`config.mk`:
```
export PLATFORM = sky130hd
export DESIGN_NAME = mdbg_fifo
export DESIGN_NICKNAME = d
export VERILOG_FILES = /design/src/rtl/mdbg_pkg.sv /design/src/rtl/mdbg_sfifo.sv /design/src/rtl/mdbg_irq.sv /design/src/rtl/mdbg_fifo.sv
export SDC_FILE = /design/constraint.sdc
export NUM_CORES = 1
export LEC_CHECK = 0
export BUFFER_PORTS_ARGS = -buffer_cell sky130_fd_sc_hd__buf_4
export CORE_UTILIZATION = 62
export DETAILED_ROUTE_END_ITERATION = 10
export GPL_ROUTABILITY_DRIVEN = 0
export PLACE_DENSITY = 0.9
export REMOVE_ABC_BUFFERS = 1
export SLEW_MARGIN = 20
export SYNTH_ARGS = -nofsm -noshare
export SYNTH_HDL_FRONTEND = slang
export SYNTH_SLANG_ARGS = --single-unit
export TNS_END_PERCENT = 20
```
`constraint.sdc`:
```
create_clock -name clk_i -period 6.4 [get_ports clk_i]
set_clock_uncertainty 0.15 [all_clocks]
set_input_delay 0.64 -clock clk_i [delete_from_list [all_inputs] [get_ports clk_i]]
set_output_delay 0.64 -clock clk_i [all_outputs]
set_load 0.02 [all_outputs]
```
`src/rtl/mdbg_pkg.sv`:
```
`timescale 1ns/1ps
package mdbg_pkg;
  localparam int DW       = 32;
  localparam int CHAN_W   = 4;
  localparam int NUM_CHAN = 1 << CHAN_W;

  localparam logic [7:0] OFS_ACCESS = 8'h00;
  localparam logic [7:0] OFS_CONFIG = 8'h08;
  localparam logic [7:0] OFS_STATUS = 8'h10;
  localparam logic [7:0] OFS_RXDATA = 8'h18;
  localparam logic [7:0] OFS_TXBASE = 8'h20;

  typedef enum logic [1:0] {TXM_OFF, TXM_EMPTY, TXM_NOT_FULL, TXM_LOW} tx_mode_e;
  typedef enum logic [1:0] {RXM_OFF, RXM_FULL, RXM_NOT_EMPTY, RXM_HIGH} rx_mode_e;

  typedef struct packed {
    logic [CHAN_W-1:0] chan;
    logic [DW-1:0]     data;
  } entry_t;
endpackage

```
`src/rtl/mdbg_sfifo.sv`:
```
`timescale 1ns/1ps
module mdbg_sfifo #(
  parameter int W     = 36,
  parameter int DEPTH = 16,
  localparam int AW   = (DEPTH > 1) ? $clog2(DEPTH) : 1,
  localparam int CW   = $clog2(DEPTH + 1)
) (
  input  logic          clk_i,
  input  logic          rst_ni,
  input  logic          push_i,
  input  logic [W-1:0]  data_i,
  input  logic          pop_i,
  output logic [W-1:0]  data_o,
  output logic [CW-1:0] cnt_o,
  output logic          full_o,
  output logic          empty_o
);
  logic [W-1:0]  mem_q [DEPTH];
  logic [AW-1:0] wr_q, rd_q;
  logic [CW-1:0] cnt_q;
  logic          do_push, do_pop;

  assign full_o  = (cnt_q == CW'(DEPTH));
  assign empty_o = (cnt_q == '0);
  assign do_push = push_i && !full_o;
  assign do_pop  = pop_i && !empty_o;
  assign data_o  = mem_q[rd_q];
  assign cnt_o   = cnt_q;

  function automatic logic [AW-1:0] nxt(input logic [AW-1:0] p);
    return (p == AW'(DEPTH - 1)) ? '0 : p + 1'b1;
  endfunction

  always_ff @(posedge clk_i) begin
    if (do_push) mem_q[wr_q] <= data_i;
  end

  always_ff @(posedge clk_i or negedge rst_ni) begin
    if (!rst_ni) begin
      wr_q  <= '0;
      rd_q  <= '0;
      cnt_q <= '0;
    end else begin
      if (do_push) wr_q <= nxt(wr_q);
      if (do_pop)  rd_q <= nxt(rd_q);
      case ({do_push, do_pop})
        2'b10:   cnt_q <= cnt_q + 1'b1;
        2'b01:   cnt_q <= cnt_q - 1'b1;
        default: cnt_q <= cnt_q;
      endcase
    end
  end
endmodule

```
`src/rtl/mdbg_irq.sv`:
```
`timescale 1ns/1ps
module mdbg_irq
  import mdbg_pkg::*;
#(
  parameter int TX_DEPTH = 16,
  parameter int RX_DEPTH = 16,
  localparam int TCW = $clog2(TX_DEPTH + 1),
  localparam int RCW = $clog2(RX_DEPTH + 1)
) (
  input  logic           clk_i,
  input  logic           rst_ni,
  input  tx_mode_e       tx_mode_i,
  input  rx_mode_e       rx_mode_i,
  input  logic [TCW-1:0] tx_cnt_i,
  input  logic [RCW-1:0] rx_cnt_i,
  output logic           irq_o
);
  logic tx_hit, rx_hit, irq_q;
  logic [31:0] tx_x4, rx_x4;

  assign tx_x4 = 32'(tx_cnt_i) << 2;
  assign rx_x4 = 32'(rx_cnt_i) << 2;

  always_comb begin
    unique case (tx_mode_i)
      TXM_EMPTY:    tx_hit = (tx_cnt_i == '0);
      TXM_NOT_FULL: tx_hit = (tx_cnt_i != TCW'(TX_DEPTH));
      TXM_LOW:      tx_hit = (tx_x4 <= 32'(TX_DEPTH));
      default:      tx_hit = 1'b0;
    endcase
    unique case (rx_mode_i)
      RXM_FULL:      rx_hit = (rx_cnt_i == RCW'(RX_DEPTH));
      RXM_NOT_EMPTY: rx_hit = (rx_cnt_i != '0);
      RXM_HIGH:      rx_hit = (rx_x4 >= 32'(3 * RX_DEPTH));
      default:       rx_hit = 1'b0;
    endcase
  end

  always_ff @(posedge clk_i or negedge rst_ni) begin
    if (!rst_ni) irq_q <= 1'b0;
    else         irq_q <= tx_hit | rx_hit;
  end

  assign irq_o = irq_q;
endmodule

```
`src/rtl/mdbg_fifo.sv`:
```
`timescale 1ns/1ps
module mdbg_fifo
  import mdbg_pkg::*;
#(
  parameter int TX_DEPTH = 16,
  parameter int RX_DEPTH = 16
) (
  input  logic              clk_i,
  input  logic              rst_ni,
  input  logic              bus_we_i,
  input  logic              bus_re_i,
  input  logic [7:0]        bus_addr_i,
  input  logic [DW-1:0]     bus_wdata_i,
  output logic [DW-1:0]     bus_rdata_o,
  output logic              tx_valid_o,
  input  logic              tx_ready_i,
  output logic [CHAN_W-1:0] tx_chan_o,
  output logic [DW-1:0]     tx_data_o,
  input  logic              rx_valid_i,
  output logic              rx_ready_o,
  input  logic [CHAN_W-1:0] rx_chan_i,
  input  logic [DW-1:0]     rx_data_i,
  output logic              irq_o
);
  localparam int TCW = $clog2(TX_DEPTH + 1);
  localparam int RCW = $clog2(RX_DEPTH + 1);
  localparam int EW  = $bits(entry_t);

  logic [4:0]     tx_slot;
  logic           tx_hit, rx_pop, ovf_q, ovf_clr;
  tx_mode_e       tx_mode_q;
  rx_mode_e       rx_mode_q;
  entry_t         tx_in, tx_head, rx_in, rx_head;
  logic [TCW-1:0] tx_cnt;
  logic [RCW-1:0] rx_cnt;
  logic           tx_full, tx_empty, rx_full, rx_empty;

  // Transmit window: one 8-byte slot per channel starting at the base offset
  assign tx_slot = bus_addr_i[7:3] - OFS_TXBASE[7:3];
  assign tx_hit  = bus_we_i && (bus_addr_i[2:0] == 3'd0) && (tx_slot < 5'(NUM_CHAN));
  assign tx_in   = '{chan: tx_slot[CHAN_W-1:0], data: bus_wdata_i};
  assign rx_in   = '{chan: rx_chan_i, data: rx_data_i};
  assign rx_pop  = bus_re_i && (bus_addr_i == OFS_RXDATA);
  assign ovf_clr = bus_we_i && (bus_addr_i == OFS_ACCESS) && bus_wdata_i[0];

  mdbg_sfifo #(.W(EW), .DEPTH(TX_DEPTH)) u_txq (
    .clk_i, .rst_ni,
    .push_i(tx_hit), .data_i(tx_in),
    .pop_i(tx_ready_i), .data_o(tx_head),
    .cnt_o(tx_cnt), .full_o(tx_full), .empty_o(tx_empty)
  );

  mdbg_sfifo #(.W(EW), .DEPTH(RX_DEPTH)) u_rxq (
    .clk_i, .rst_ni,
    .push_i(rx_valid_i), .data_i(rx_in),
    .pop_i(rx_pop), .data_o(rx_head),
    .cnt_o(rx_cnt), .full_o(rx_full), .empty_o(rx_empty)
  );

  assign tx_valid_o = !tx_empty;
  assign tx_chan_o  = tx_head.chan;
  assign tx_data_o  = tx_head.data;
  assign rx_ready_o = !rx_full;

  always_ff @(posedge clk_i or negedge rst_ni) begin
    if (!rst_ni) begin
      ovf_q     <= 1'b0;
      tx_mode_q <= TXM_OFF;
      rx_mode_q <= RXM_OFF;
    end else begin
      ovf_q <= (tx_hit && tx_full) || (ovf_q && !ovf_clr);
      if (bus_we_i && bus_addr_i == OFS_CONFIG) begin
        tx_mode_q <= tx_mode_e'(bus_wdata_i[19:18]);
        rx_mode_q <= rx_mode_e'(bus_wdata_i[17:16]);
      end
    end
  end

  always_comb begin
    bus_rdata_o = '0;
    unique case (bus_addr_i)
      OFS_ACCESS: bus_rdata_o[0] = ovf_q;
      OFS_CONFIG: bus_rdata_o = {12'd0, tx_mode_q, rx_mode_q, 8'(TX_DEPTH), 8'(RX_DEPTH)};
      OFS_STATUS: bus_rdata_o = {8'(tx_cnt), 8'(rx_cnt), 8'd0,
                                 rx_empty ? 4'd0 : rx_head.chan,
                                 rx_empty, rx_full, tx_empty, tx_full};
      OFS_RXDATA: bus_rdata_o = rx_empty ? '0 : rx_head.data;
      default:    bus_rdata_o = '0;
    endcase
  end

  mdbg_irq #(.TX_DEPTH(TX_DEPTH), .RX_DEPTH(RX_DEPTH)) u_irq (
    .clk_i, .rst_ni,
    .tx_mode_i(tx_mode_q), .rx_mode_i(rx_mode_q),
    .tx_cnt_i(tx_cnt), .rx_cnt_i(rx_cnt),
    .irq_o
  );
endmodule

```
**Yosys cells after proc, flatten, opt, wreduce, memory -nomap -nowiden**

Memory sizes are Yosys's and may differ from the RTL's.
Index checks and enable logic that the tools add are counted.

- Bits in writable memories: 1152
- Memories: 2
- Output and inout port bits: 71
- Register bits: 32

- Muxes and demuxes: 16
- Bitwise logic cells: 1
- Add/subtract/negate cells: 9
- Equality and inequality tests: 20
- Order comparisons: 3
- Reduce and logical (&&, ||, !) cells: 25

Memories:

| name | depth | bits a word | read ports | clocked after Yosys merged registers in | write ports | line | RTL |
|---|---|---|---|---|---|---|---|
| u_rxq.mem_q | 16 | 36 | 1 | 0 | 1 | mdbg_sfifo.sv:18 | `logic [W-1:0] mem_q [DEPTH];` |
| u_txq.mem_q | 16 | 36 | 1 | 0 | 1 | mdbg_sfifo.sv:18 |  |

Operators by type and width:

| operator | count |
|---|---|
| case mux 31 bit (3 select lines) | 1 |
| 2-to-1 mux 32 bit | 1 |
| 2-to-1 mux 4 bit | 5 |
| case mux 5 bit (2 select lines) | 2 |
| adder 4 x 1 -> 4 bit (second input constant) | 4 |
| == test 4 bit (second input constant) | 4 |
| == test 8 x 5 -> 1 bit (second input constant) | 2 |
| == test 2 bit (second input constant) | 6 |
| logical AND 1 bit | 12 |
| adder 5 x 1 -> 5 bit (second input constant) | 2 |
| == test 5 bit (second input constant) | 2 |
| zero test 5 bit | 2 |
| subtractor 5 x 1 -> 5 bit (second input constant) | 2 |
| case mux 1 bit (3 select lines) | 3 |
| == test 2 x 1 -> 1 bit (second input constant) | 4 |
| == test 8 x 4 -> 1 bit (second input constant) | 1 |
| zero test 8 bit | 1 |
| >= comparator 7 x 6 -> 1 bit (second input constant) | 1 |
| less-or-equal comparator 7 x 5 -> 1 bit (second input constant) | 1 |
| zero test 1 bit | 5 |
| less-than comparator 5 bit (second input constant) | 1 |
| inequality test 5 bit (second input constant) | 1 |
| nonzero test 5 bit | 1 |
| subtractor 5 x 3 -> 5 bit (second input constant) | 1 |
| 5 further kinds | 9 |

**Longest topological paths before layout**

Gate-level depths: netlist of run 1.

- Word-level depth: 6
- Mapped depth: 14

**Cells and area by module**

From an unflattened synthesis of run 1, not the netlist that was laid out.

- Cell total of the unflattened synthesis: 2093
- Area total of the unflattened synthesis: 45748.9 um^2

Modules (own cells, without submodules):

| module | sequential area each (um^2) | area each (um^2) | times used | cells an instance |
|---|---|---|---|---|
| mdbg_sfifo | 17621.9 | 22407.7 | 2 | 985 |
| mdbg_fifo | 125.1 | 809.5 | 1 | 109 |
| mdbg_irq | 25.0 | 123.9 | 1 | 14 |

**Least setup slack after synthesis of run 1**

Ideal clock, no wire load.

- Path type: input -> register
- Start: input bus_addr_i[5]
- End: memory u_txq.mem_q[3][0], enable pin
- Setup time: 0.519 ns
- Stages on the path: 6
- Path slack: 0.766 ns
- Required time: 5.731 ns
- Arrival time: 4.964 ns
- Cell sequence: inv_1 -> ha_1 -> xnor2_1 -> o2111ai_1 -> buf_2 -> nor4_1

- Longest elaborated chain between the ends: 6

RTL lines:

| item | line | RTL |
|---|---|---|
| from (decl) | mdbg_fifo.sv:12 | `input logic [7:0] bus_addr_i,` |
| subtractor 5 x 3 -> 5 bit | mdbg_fifo.sv:39 | `assign tx_slot = bus_addr_i[7:3] - OFS_TXBASE[7:3];` |
| less-than comparator 5 bit | mdbg_fifo.sv:40 | `assign tx_hit = bus_we_i && (bus_addr_i[2:0] == 3'd0) && (tx_slot < 5'(NUM_CHAN));` |
| logical AND 1 bit | mdbg_fifo.sv:40 |  |
| logical AND 1 bit | mdbg_sfifo.sv:25 | `assign do_push = push_i && !full_o;` |
| 2-to-1 mux 1 bit | mdbg_sfifo.sv:35 | `if (do_push) mem_q[wr_q] <= data_i;` |
| 2-to-1 mux 1 bit (not written as such) | mdbg_sfifo.sv:35 |  |
| to (decl) | mdbg_sfifo.sv:18 |  |

Every way passes these cells.

**Worst setup path in the final report of run 1**

- Start: register u_rxq.rd_q[0]
- End: output bus_rdata_o[19]

- Longest elaborated chain between the ends: 3

RTL lines:

| item | line | RTL |
|---|---|---|
| from (decl) | mdbg_sfifo.sv:19 | `logic [AW-1:0] wr_q, rd_q;` |
| from (signal assigned) | mdbg_sfifo.sv:45 | `if (do_pop) rd_q <= nxt(rd_q);` |
| memory (16 x 36 bit) | - |  |
| 2-to-1 mux 32 bit | mdbg_fifo.sv:87 | `OFS_RXDATA: bus_rdata_o = rx_empty ? '0 : rx_head.data;` |
| case mux 31 bit (3 select lines) | mdbg_fifo.sv:81 | `unique case (bus_addr_i)` |
| to (decl) | mdbg_fifo.sv:14 | `output logic [DW-1:0] bus_rdata_o,` |

Every way passes these cells.

==> run summary, run 1 <==
Critical Path Fanout Max: 84
Top FF cell, synth: edfxtp_1
P_int: 14.5 mW
final cell count without fillers: 3197
CP cell instances: buf_12 > mux4_2 > nor2b_1 > a211oi_1 > a211oi_1 > a221o_1 > buf_4
drt pass-1 iters: 6
first-pass GRT wire length: 162000 µm
vias in the first global route: 23800
Least-Margin Pin Slew: 1120 ps
routed vias/inst: 7.06
die width: 273 µm
Synth-to-Final Area Change: 13.7%
worst hold path class: input port to register
Placeable Area: 72800 µm²
number of cell rows: 99
CTS tree: built
Max Root-Sink Buffers: 3
initial antenna violation count: 2
Pwr per Cell Area: 380 nW/µm²
Max VDD drop: 0.000334 V
Peak Freq: 212 MHz
layout net count: 2239
Worst path max stage delay: 760 ps
Tot Pwr: 19.7 mW
Initial DRC Count: 2956
Yosys Warn Count: 0
dpl cells: 2985
Final Max Tran Viols: 0
Crit path top cell by count: a211oi_1
CP max stage cell: dfrtp_4
RSZ-0062 raised after global routing: no
IO Port Bufs: 152
Num CTS Buffers: 110
Fin. Hold Viols: 0
post-DR wirelength/cell: 35.5 µm
Die H: 273 µm
dpl cell area: 48200 µm²
Worst Setup Path Type: register to output port
global route overflow: 0
fill cell count: 3831
endpoints failing setup: 0
Combinational Power Share: 0.187
Synth cell types: 56
CP Buf/Inv Count: 2
Max Cap Viol: 0
register area share after synthesis: 0.776
CP top delay family: compound AO/OA/AOI/OAI gates
post-DP HPWL: 58800 µm
CP Launch Type: register
Clock transition at path regs: 70 ps
Setup crit end kind: output port
layout cell share with drive strength beyond 1: 0.347
Mapped Area: 45600 µm²
Post-CTS Setup Bufs: 0
H-tree levels: 3
Synth top area share: 0.758
synth top area cells: edfxtp_1 (76%), mux4_2 (17%), dfrtp_1 (1.8%), ha_1 (0.47%), buf_2 (0.43%)
detailed-route wire length: 113000 µm
drt drc: 0
register bit total from synthesis: 1184
Synth area leader: edfxtp_1
Clk network pwr share: 0.338
Crit path required time: 5610 ps
CP arrival: 3930 ps
EDFF count, synth: 1152
Initial Util: 0.626
post-route ant nets: 0
post-cts resize count: 0
switching share of power: 0.265
TritonCTS sink count: 1184
syn avg cell area: 23.7 µm²
Pleak: 16.4 nW
via count: 22600
outcome: finished, final reports clean
Seq pwr share: 0.475
Switch Pwr: 5.24 mW
Hold-fix buffers, CTS: 1
largest net degree at the start of global routing: 93
fin area: 51900 µm²
ys async rst share: 0.0270
top-level port count: 153
Worst-Skew Late Latency: 690 ps
minimum clock period: 4720 ps
Syn Inst Count: 1923
fin util: 0.713
Worst slew margin: 0.231
overall routing resource usage: 0.309
root buf cell: clkbuf_16
fraction of the cycle the final worst path needs: 0.737
Die ar.: 74700 µm²
==> synth_stat cells, types with 5 or more instances <==
master / number
nor3_1: 15
a22o_1: 5
inv_1: 20
nand3_1: 8
o21ai_0: 17
a211oi_1: 9
and3_1: 13
nor2b_1: 8
nor2_1: 31
nor4_1: 7
dfrtp_1: 32
mux2_2: 11
xnor2_1: 9
buf_2: 39
a221o_1: 5
clkbuf_1: 50
mux2i_1: 16
nand2_1: 25
edfxtp_1: 1152
ha_1: 17
xor2_1: 10
buf_1: 8
a21oi_1: 11
o31ai_1: 5
mux4_2: 348
==> flip-flops by register name, summed over array words and instances (netlist names) <==
signal / flops
u_rxq.rd_q: 4
rx_mode_q: 2
u_txq.cnt_o: 5
u_txq.mem_q: 576
ovf_q: 1
u_txq.wr_q: 4
u_rxq.wr_q: 4
u_txq.rd_q: 4
tx_mode_q: 2
u_rxq.mem_q: 576
u_irq.irq_o: 1
u_rxq.cnt_o: 5
==> cells by family (layout without fill, tap and decap cells) <==
group | count (synthesis) | count (layout) | share of synthesized area
adder cells (fa/ha/maj) | 17 | 17 | 0.00466
multiplexers | 376 | 376 | 0.178
flip-flops | 1184 | 1184 | 0.776
AO/OA/AOI/OAI | 78 | 78 | 0.0118
other | 0 | 2 | 0
AND/OR/NAND/NOR | 126 | 126 | 0.0141
buffers and inverters | 123 | 436 | 0.0118
XOR/XNOR | 19 | 19 | 0.00365
==> final cells by class <==
cell class / instances / area, µm² / share of cell area
inverter: 20 / 75.1 / 0.00145
clock buffer: 136 / 2920 / 0.0563
tap: 959 / 1200 / 0.0231
antenna: 2 / 5.00 / 0.0000964
multi-input combinational: 616 / 9910 / 0.191
clock inverter: 72 / 731 / 0.0141
sequential: 1184 / 35400 / 0.682
timing repair buffer: 208 / 1630 / 0.0315
==> cells in the final DEF, fill, tap and decap left out, types with 13 or more instances in the layout <==
master,netlist,layout
ha_1,17,17
nor2_4,0,16
clkbuf_16,0,112
and3_1,13,13
clkinv_2,0,25
mux4_2,348,348
clkbuf_1,50,21
mux2i_1,16,16
edfxtp_1,1152,1152
nand2_1,25,25
dfrtp_1,32,24
nor3_2,1,13
clkinv_1,0,21
buf_4,3,202
o21ai_0,17,17
inv_1,20,20
bufinv_16,0,14
nor2_1,31,15
==> power groups by stage <==
stage                     combinational (mW)  clock (mW)  sequential, mW
final                                   3.69        6.67            9.39
after global routing                    3.86        6.97            9.40
after CTS                               3.62        6.71            9.43
after detailed placement                3.54           0            9.57
after global placement                  3.41           0            9.51
after floorplan                         2.47           0            9.64
==> through the flow <==
| stage | setup slack, ps | TNS (ps) | hold slack (ps) |
|---|---|---|---|
| after floorplan | -2170 | -86520 | 194 |
| after global placement | 2100 | 0 | 340 |
| after CTS | 1650 | 0 | 64.9 |
| after global routing | 1510 | 0 | 80.1 |
| after detailed placement | 1910 | 0 | 340 |
| final | 1680 | 0 | 101 |
==> per-layer routing <==
metal  vias up  GRT usage  wire [µm]
li1       8671          -          -
met1     11700      0.373      36400
met2      1825      0.547      60900
met3       343     0.0601      11200
met4         0      0.129       4870
met5         -          0          0
==> path summary, 6_finish.rpt <==
check                           cells after the start  slack [ps]           start                end
worst min-delay path                                1         100    rx_data_i[3]  u_rxq.mem_q[7][3]
max in group asynchronous                           2        5370          rst_ni      u_txq.rd_q[1]
min in group asynchronous                           2         350          rst_ni      u_txq.rd_q[0]
worst max register to register                     12        2710  u_rxq.cnt_o[1]     u_rxq.cnt_o[4]
worst max-delay path                                7        1680   u_rxq.rd_q[0]    bus_rdata_o[19]
worst min register to register                      1         390           ovf_q              ovf_q
(Power assumes the default switching activity.)
==> run 2, diff against run 1 <==
==> constraint.sdc (replaced) <==
create_clock -name clk_i -period 4.53 [get_ports clk_i]
set_clock_uncertainty 0.15 [all_clocks]
set_input_delay 0.453 -clock clk_i [delete_from_list [all_inputs] [get_ports clk_i]]
set_output_delay 0.453 -clock clk_i [all_outputs]
set_load 0.02 [all_outputs]
==> run 2 against run 1 <==
Via count is 1.9% higher. Count of clock-buffer cells in the layout is 1 lower. Sequential power is 42% higher. Critical path depth is 1 higher. Design area is 1.6% higher. Non-clock buffer count is 95 higher.
==> run summary, run 2 (same netlist as run 1, synthesis figures left out) <==
TritonCTS sink count: 1184 (unchanged)
Initial DRC Count: 3147 (+6.5%)
dpl cells: 3008 (+0.77%)
Fin. Hold Viols: 0 (unchanged)
Peak Freq: 235 MHz
met2 wire length: 61800 µm (+1.6%)
fill cell count: 3802 (-0.76%)
Die H: 273 µm (unchanged)
met1 WL: 38500 µm (+5.7%)
Pwr per Cell Area: 527 nW/µm² (+38%)
final cell count without fillers: 3289 (+2.9%)
Max Root-Sink Buffers: 3 (unchanged)
Num CTS Buffers: 110 (unchanged)
outcome: finished, final reports clean
Initial Util: 0.626 (unchanged)
CTS tree: built
Clock transition at path regs: 70 ps (about the same)
layout net count: 2334 (+4.2%)
Setup crit end kind: output port
Met3 Wirelength: 11200 µm (-0.72%)
top-level port count: 153 (unchanged)
drt drc: 0 (unchanged)
worst hold path class: input port to async pin
Max Cap Viol: 0 (unchanged)
Max VDD drop: 0.000465 V (+39%)
H-tree levels: 3 (unchanged)
IO Port Bufs: 152 (unchanged)
root buf cell: clkbuf_16
endpoints failing setup: 0 (unchanged)
final worst setup slack: 280 ps (-1400 ps)
detailed-route wire length: 116000 µm (+2.5%)
most common cell after layout, fill and taps aside: edfxtp_1
post-DP HPWL: 60500 µm (+2.8%)
most frequent cells in the layout: edfxtp_1 (1152), mux4_2 (348), buf_4 (214)
first-pass GRT wire length: 166000 µm (+2.7%)
overall routing resource usage: 0.318 (+0.00857)
layout cell share with drive strength beyond 1: 0.338 (-0.00987)
Pleak: 16.7 nW (+2.3%)
Die ar.: 74700 µm² (unchanged)
Placeable Area: 72800 µm² (unchanged)
drt pass-1 iters: 7 (+1)
post-cts resize count: 0 (unchanged)
Synth-to-Final Area Change: 15.6%
minimum clock period: 4250 ps
vias in the first global route: 23900 (+0.37%)
CP Launch Type: register
largest net degree at the start of global routing: 61 (-34%)
Worst Setup Path Type: register to output port
routed vias/inst: 6.99 (-0.94%)
fin util: 0.724 (+0.0116)
Least-Margin Pin Slew: 1130 ps (+4.98 ps)
global route overflow: 0 (unchanged)
post-DR wirelength/cell: 35.3 µm (-0.33%)
die width: 273 µm (unchanged)
top layer in use: met5
RSZ-0062 raised after global routing: no
number of cell rows: 99 (unchanged)
post-route ant nets: 0 (unchanged)
Crit path required time: 3930 ps (-1680 ps)
Largest regs: u_rxq.mem_q x576, u_txq.mem_q x576
initial antenna violation count: 5 (+3)
Final Max Tran Viols: 0 (unchanged)
Worst slew margin: 0.246 (+0.0153)
Critical Path Fanout Max: 22 (-74%)
hold_ws: 96.3 ps (-4.72 ps)
Tot Pwr: 27.8 mW (+41%)
via count: 23000 (+1.9%)
Place WS: 546 ps (-1370 ps)
CP arrival: 3650 ps (-280 ps)
Worst-Skew Late Latency: 690 ps (about the same)
fraction of the cycle the final worst path needs: 0.938
run 2: cell type report:
type                            instances  area, µm²  share of cell area
Clock inverter                         70        621              0.0118
Inverter                               20       75.1             0.00142
Tap cell                              959       1200              0.0228
Timing Repair Buffer                  303       2650              0.0502
Antenna cell                            2       5.00           0.0000949
Sequential cell                      1184      35400               0.672
Clock buffer                          135       2870              0.0544
Multi-Input combinational cell        616       9900               0.188
run 2: critical path, cell delays in order (launching register included):
cell and delay, ps:
dfrtp_4 610, buf_4 460, buf_4 360, mux4_2 570
mux2i_1 170, nor2_1 60, a21oi_1 260, o21ai_0 200
buf_4 230
run 2: final timing paths:
check,from,to,slack [ps],cells after the start
max in group asynchronous,rst_ni,u_rxq.rd_q[2],3750,2
setup / recovery,u_rxq.rd_q[0],bus_rdata_o[4],280,8
hold reg to reg,ovf_q,ovf_q,390,1
min in group clk_i,bus_addr_i[2],ovf_q,110,5
setup reg to reg,u_rxq.cnt_o[1],u_rxq.cnt_o[4],510,12
hold / removal,rst_ni,u_txq.wr_q[2],100,2
run 2: per-layer routing:
layer | global-route usage | vias to the layer above
met3 | 0.0586 | 344
li1 | - | 8867
met2 | 0.551 | 1838
met1 | 0.397 | 12000
met4 | 0.132 | 2
met5 | 0 | -
run 2: stage by stage:
stage	setup TNS, ps	area, µm²
floorplan	-484740	45200
global placement	0	48500
detailed placement	0	48500
CTS	0	52700
global route	0	52700
finish	0	52700
run 2: report_power, final:
part,internal (mW),switching (mW)
logic,2.61,2.79
registers,12.6,0.663
clock network,5.02,4.11
run 2: what timing repair did:
| item | 4_1_cts | 5_1_grt |
|---|---|---|
| hold buffers | 74 | 0 |
| hold endpoints to repair | 1160 | 0 |
| buffers inserted | 0 | 0 |
==> run 3, diff against run 2 <==
--- a/config.mk
+++ b/config.mk
@@ -6,6 +6,7 @@
 export NUM_CORES = 1
 export LEC_CHECK = 0
 export BUFFER_PORTS_ARGS = -buffer_cell sky130_fd_sc_hd__buf_4
+export CORE_MARGIN = 4
 export CORE_UTILIZATION = 62
 export DETAILED_ROUTE_END_ITERATION = 10
 export GPL_ROUTABILITY_DRIVEN = 0
==> run 3 against run 2 <==
Non-clock buffer count is 4 lower. Sequential cell count is the same. Global-route usage is 1.3 points lower. Combinational power is essentially flat. Worst setup slack gained 52 ps. Sequential share of layout area fell by 0.28 points. Wire length increased by 0.59%. Sequential power about the same.
==> run summary, run 3 (same netlist as run 1, synthesis figures left out) <==
Clock transition at path regs: 60 ps (about the same)
layout net count: 2331 (-0.13%)
post-DP HPWL: 61200 µm (+1.2%)
CTS tree: built
minimum clock period: 4200 ps (-51.5 ps)
number of cell rows: 99 (unchanged)
first-pass GRT wire length: 171000 µm (+2.9%)
Initial Util: 0.625 (-0.00106)
hold_ws: 72.0 ps (-24.3 ps)
Max Cap Viol: 0 (unchanged)
detailed-route wire length: 117000 µm (+0.59%)
H-tree levels: 3 (unchanged)
CP top delay family: compound AO/OA/AOI/OAI gates
Max Root-Sink Buffers: 3 (unchanged)
Synth-to-Final Area Change: 16.1%
Final Max Tran Viols: 0 (unchanged)
Least-Margin Pin Slew: 1100 ps (-34.0 ps)
overall routing resource usage: 0.305 (-0.0130)
Post-CTS Setup Bufs: 0 (unchanged)
routed vias/inst: 7.00 (+0.16%)
outcome: finished, final reports clean
initial antenna violation count: 5 (unchanged)
Peak Freq: 238 MHz (+1.2%)
Die ar.: 78000 µm² (+4.4%)
Initial DRC Count: 3100 (-1.5%)
fill cell count: 3624 (-4.7%)
Max VDD drop: 0.000667 V (+43%)
Setup crit end kind: output port
root buf cell: clkbuf_16
crit path from: u_rxq.rd_q[0]
Die H: 279 µm (+2.2%)
Worst slew margin: 0.269 (+0.0227)
vias in the first global route: 24400 (+2.1%)
hold path start: bus_addr_i[2]
Critical Path Fanout Max: 27 (+23%)
Largest regs: u_rxq.mem_q x576, u_txq.mem_q x576
top-level port count: 153 (unchanged)
Pwr per Cell Area: 535 nW/µm² (+1.4%)
post-route ant nets: 0 (unchanged)
Pleak: 16.8 nW (+0.47%)
TritonCTS sink count: 1184 (unchanged)
Crit path required time: 3930 ps (about the same)
CP max stage cell: dfrtp_4
worst hold path class: input port to register
die width: 279 µm (+2.2%)
Tot Pwr: 28.3 mW (+1.9%)
fraction of the cycle the final worst path needs: 0.927 (-0.0114)
global route overflow: 0 (unchanged)
Crit path top cell by count: buf_4
CP arrival: 3600 ps (-50 ps)
layout cell share with drive strength beyond 1: 0.342 (+0.00474)
via count: 23000 (+0.13%)
post-DR wirelength/cell: 35.6 µm (+0.62%)
Fin. Hold Viols: 0 (unchanged)
drt drc: 0 (unchanged)
drt pass-1 iters: 8 (+1)
endpoints failing setup: 0 (unchanged)
most common cell after layout, fill and taps aside: edfxtp_1
worst reg2reg path startpoint: u_rxq.cnt_o[1]
CP Buf/Inv Count: 3 (unchanged)
IO Port Bufs: 152 (unchanged)
Worst Setup Path Type: register to output port
RSZ-0062 raised after global routing: no
most frequent cells in the layout: edfxtp_1 (1152), mux4_2 (348), buf_4 (208)
largest net degree at the start of global routing: 97 (+59%)
Worst-Skew Late Latency: 680 ps (about the same)
CP Launch Type: register
Num CTS Buffers: 111 (+0.91%)
Placeable Area: 73000 µm² (+0.17%)
Worst path max stage delay: 760 ps (+150 ps)
CP cell instances: buf_4 > mux4_2 > mux2i_1 > o21ai_1 > o21ai_0 > a2111oi_0 > buf_4 > buf_4
fin util: 0.726 (+0.00181)
==> run 3: cell count changes in the layout (fill, tap and decap cells not counted), moves of 3 or more <==
cell        delta
clkinv_1       -9
bufinv_16      +7
buf_4          -6
clkinvlp_4     +5
clkbuf_1       -4
clkbuf_8       +3
==> run 3: per-stage QoR <==
step           cells  setup slack (ps)  instance area (µm²)  TNS (ps)
2_1_floorplan   1820             -3850                45200   -484740
3_3_place_gp    3004               849                48500         0
6_report        3288               331                53000         0
4_1_cts         3284               296                52900         0
5_1_grt         3287               111                53000         0
3_5_place_dp    3004               707                48500         0
==> run 3: path summary, 6_finish.rpt <==
path                                  end  slack [ps]  cells past startpoint
hold / removal                      ovf_q          70                      4
setup / recovery           bus_rdata_o[7]         330                      8
min in group asynchronous   u_rxq.wr_q[3]         170                      2
setup reg to reg           u_rxq.cnt_o[3]         500                     10
max in group asynchronous   u_txq.rd_q[3]        3670                      2
hold reg to reg                     ovf_q         370                      1
==> run 3: routing by layer <==
metal | track usage | vias to the layer above | wire length (µm)
met1 | 0.383 | 12000 | 37900
met5 | 0 | - | 21
met4 | 0.114 | 4 | 5240
met2 | 0.534 | 1756 | 62500
li1 | - | 8866 | -
met3 | 0.0600 | 364 | 11300
==> run 3: repair_timing <==
item	4_1_cts	5_1_grt
endpoints found under the hold margin	1156	0
resized for setup	0	0
hold buffers	74	0
==> run 3: final cells by class <==
type	count	area, µm²	area share
clock inverter	71	791	0.0149
multi-input combinational	616	9900	0.187
antenna	4	10.0	0.000189
timing repair buffer	299	2640	0.0499
tap	959	1200	0.0227
sequential	1184	35400	0.669
inverter	20	75.1	0.00142
clock buffer	135	2920	0.0551
==> run 3: worst register-to-register path, stage by stage (launching register included) <==
cell,delay (ps)
dfrtp_1,480
nor4_1,690
nand2_1,400
and2_1,400
inv_1,280
ha_1,330
nand3b_1,170
o21ai_0,120
a221oi_1,450
nor2_1,170
xor2_1,270
==> run 3: report_power, final <==
part	total, mW	internal (mW)	switching (mW)
Sequential	13.3	12.6	0.699
Combinational	5.42	2.61	2.81
Clock	9.59	5.50	4.09
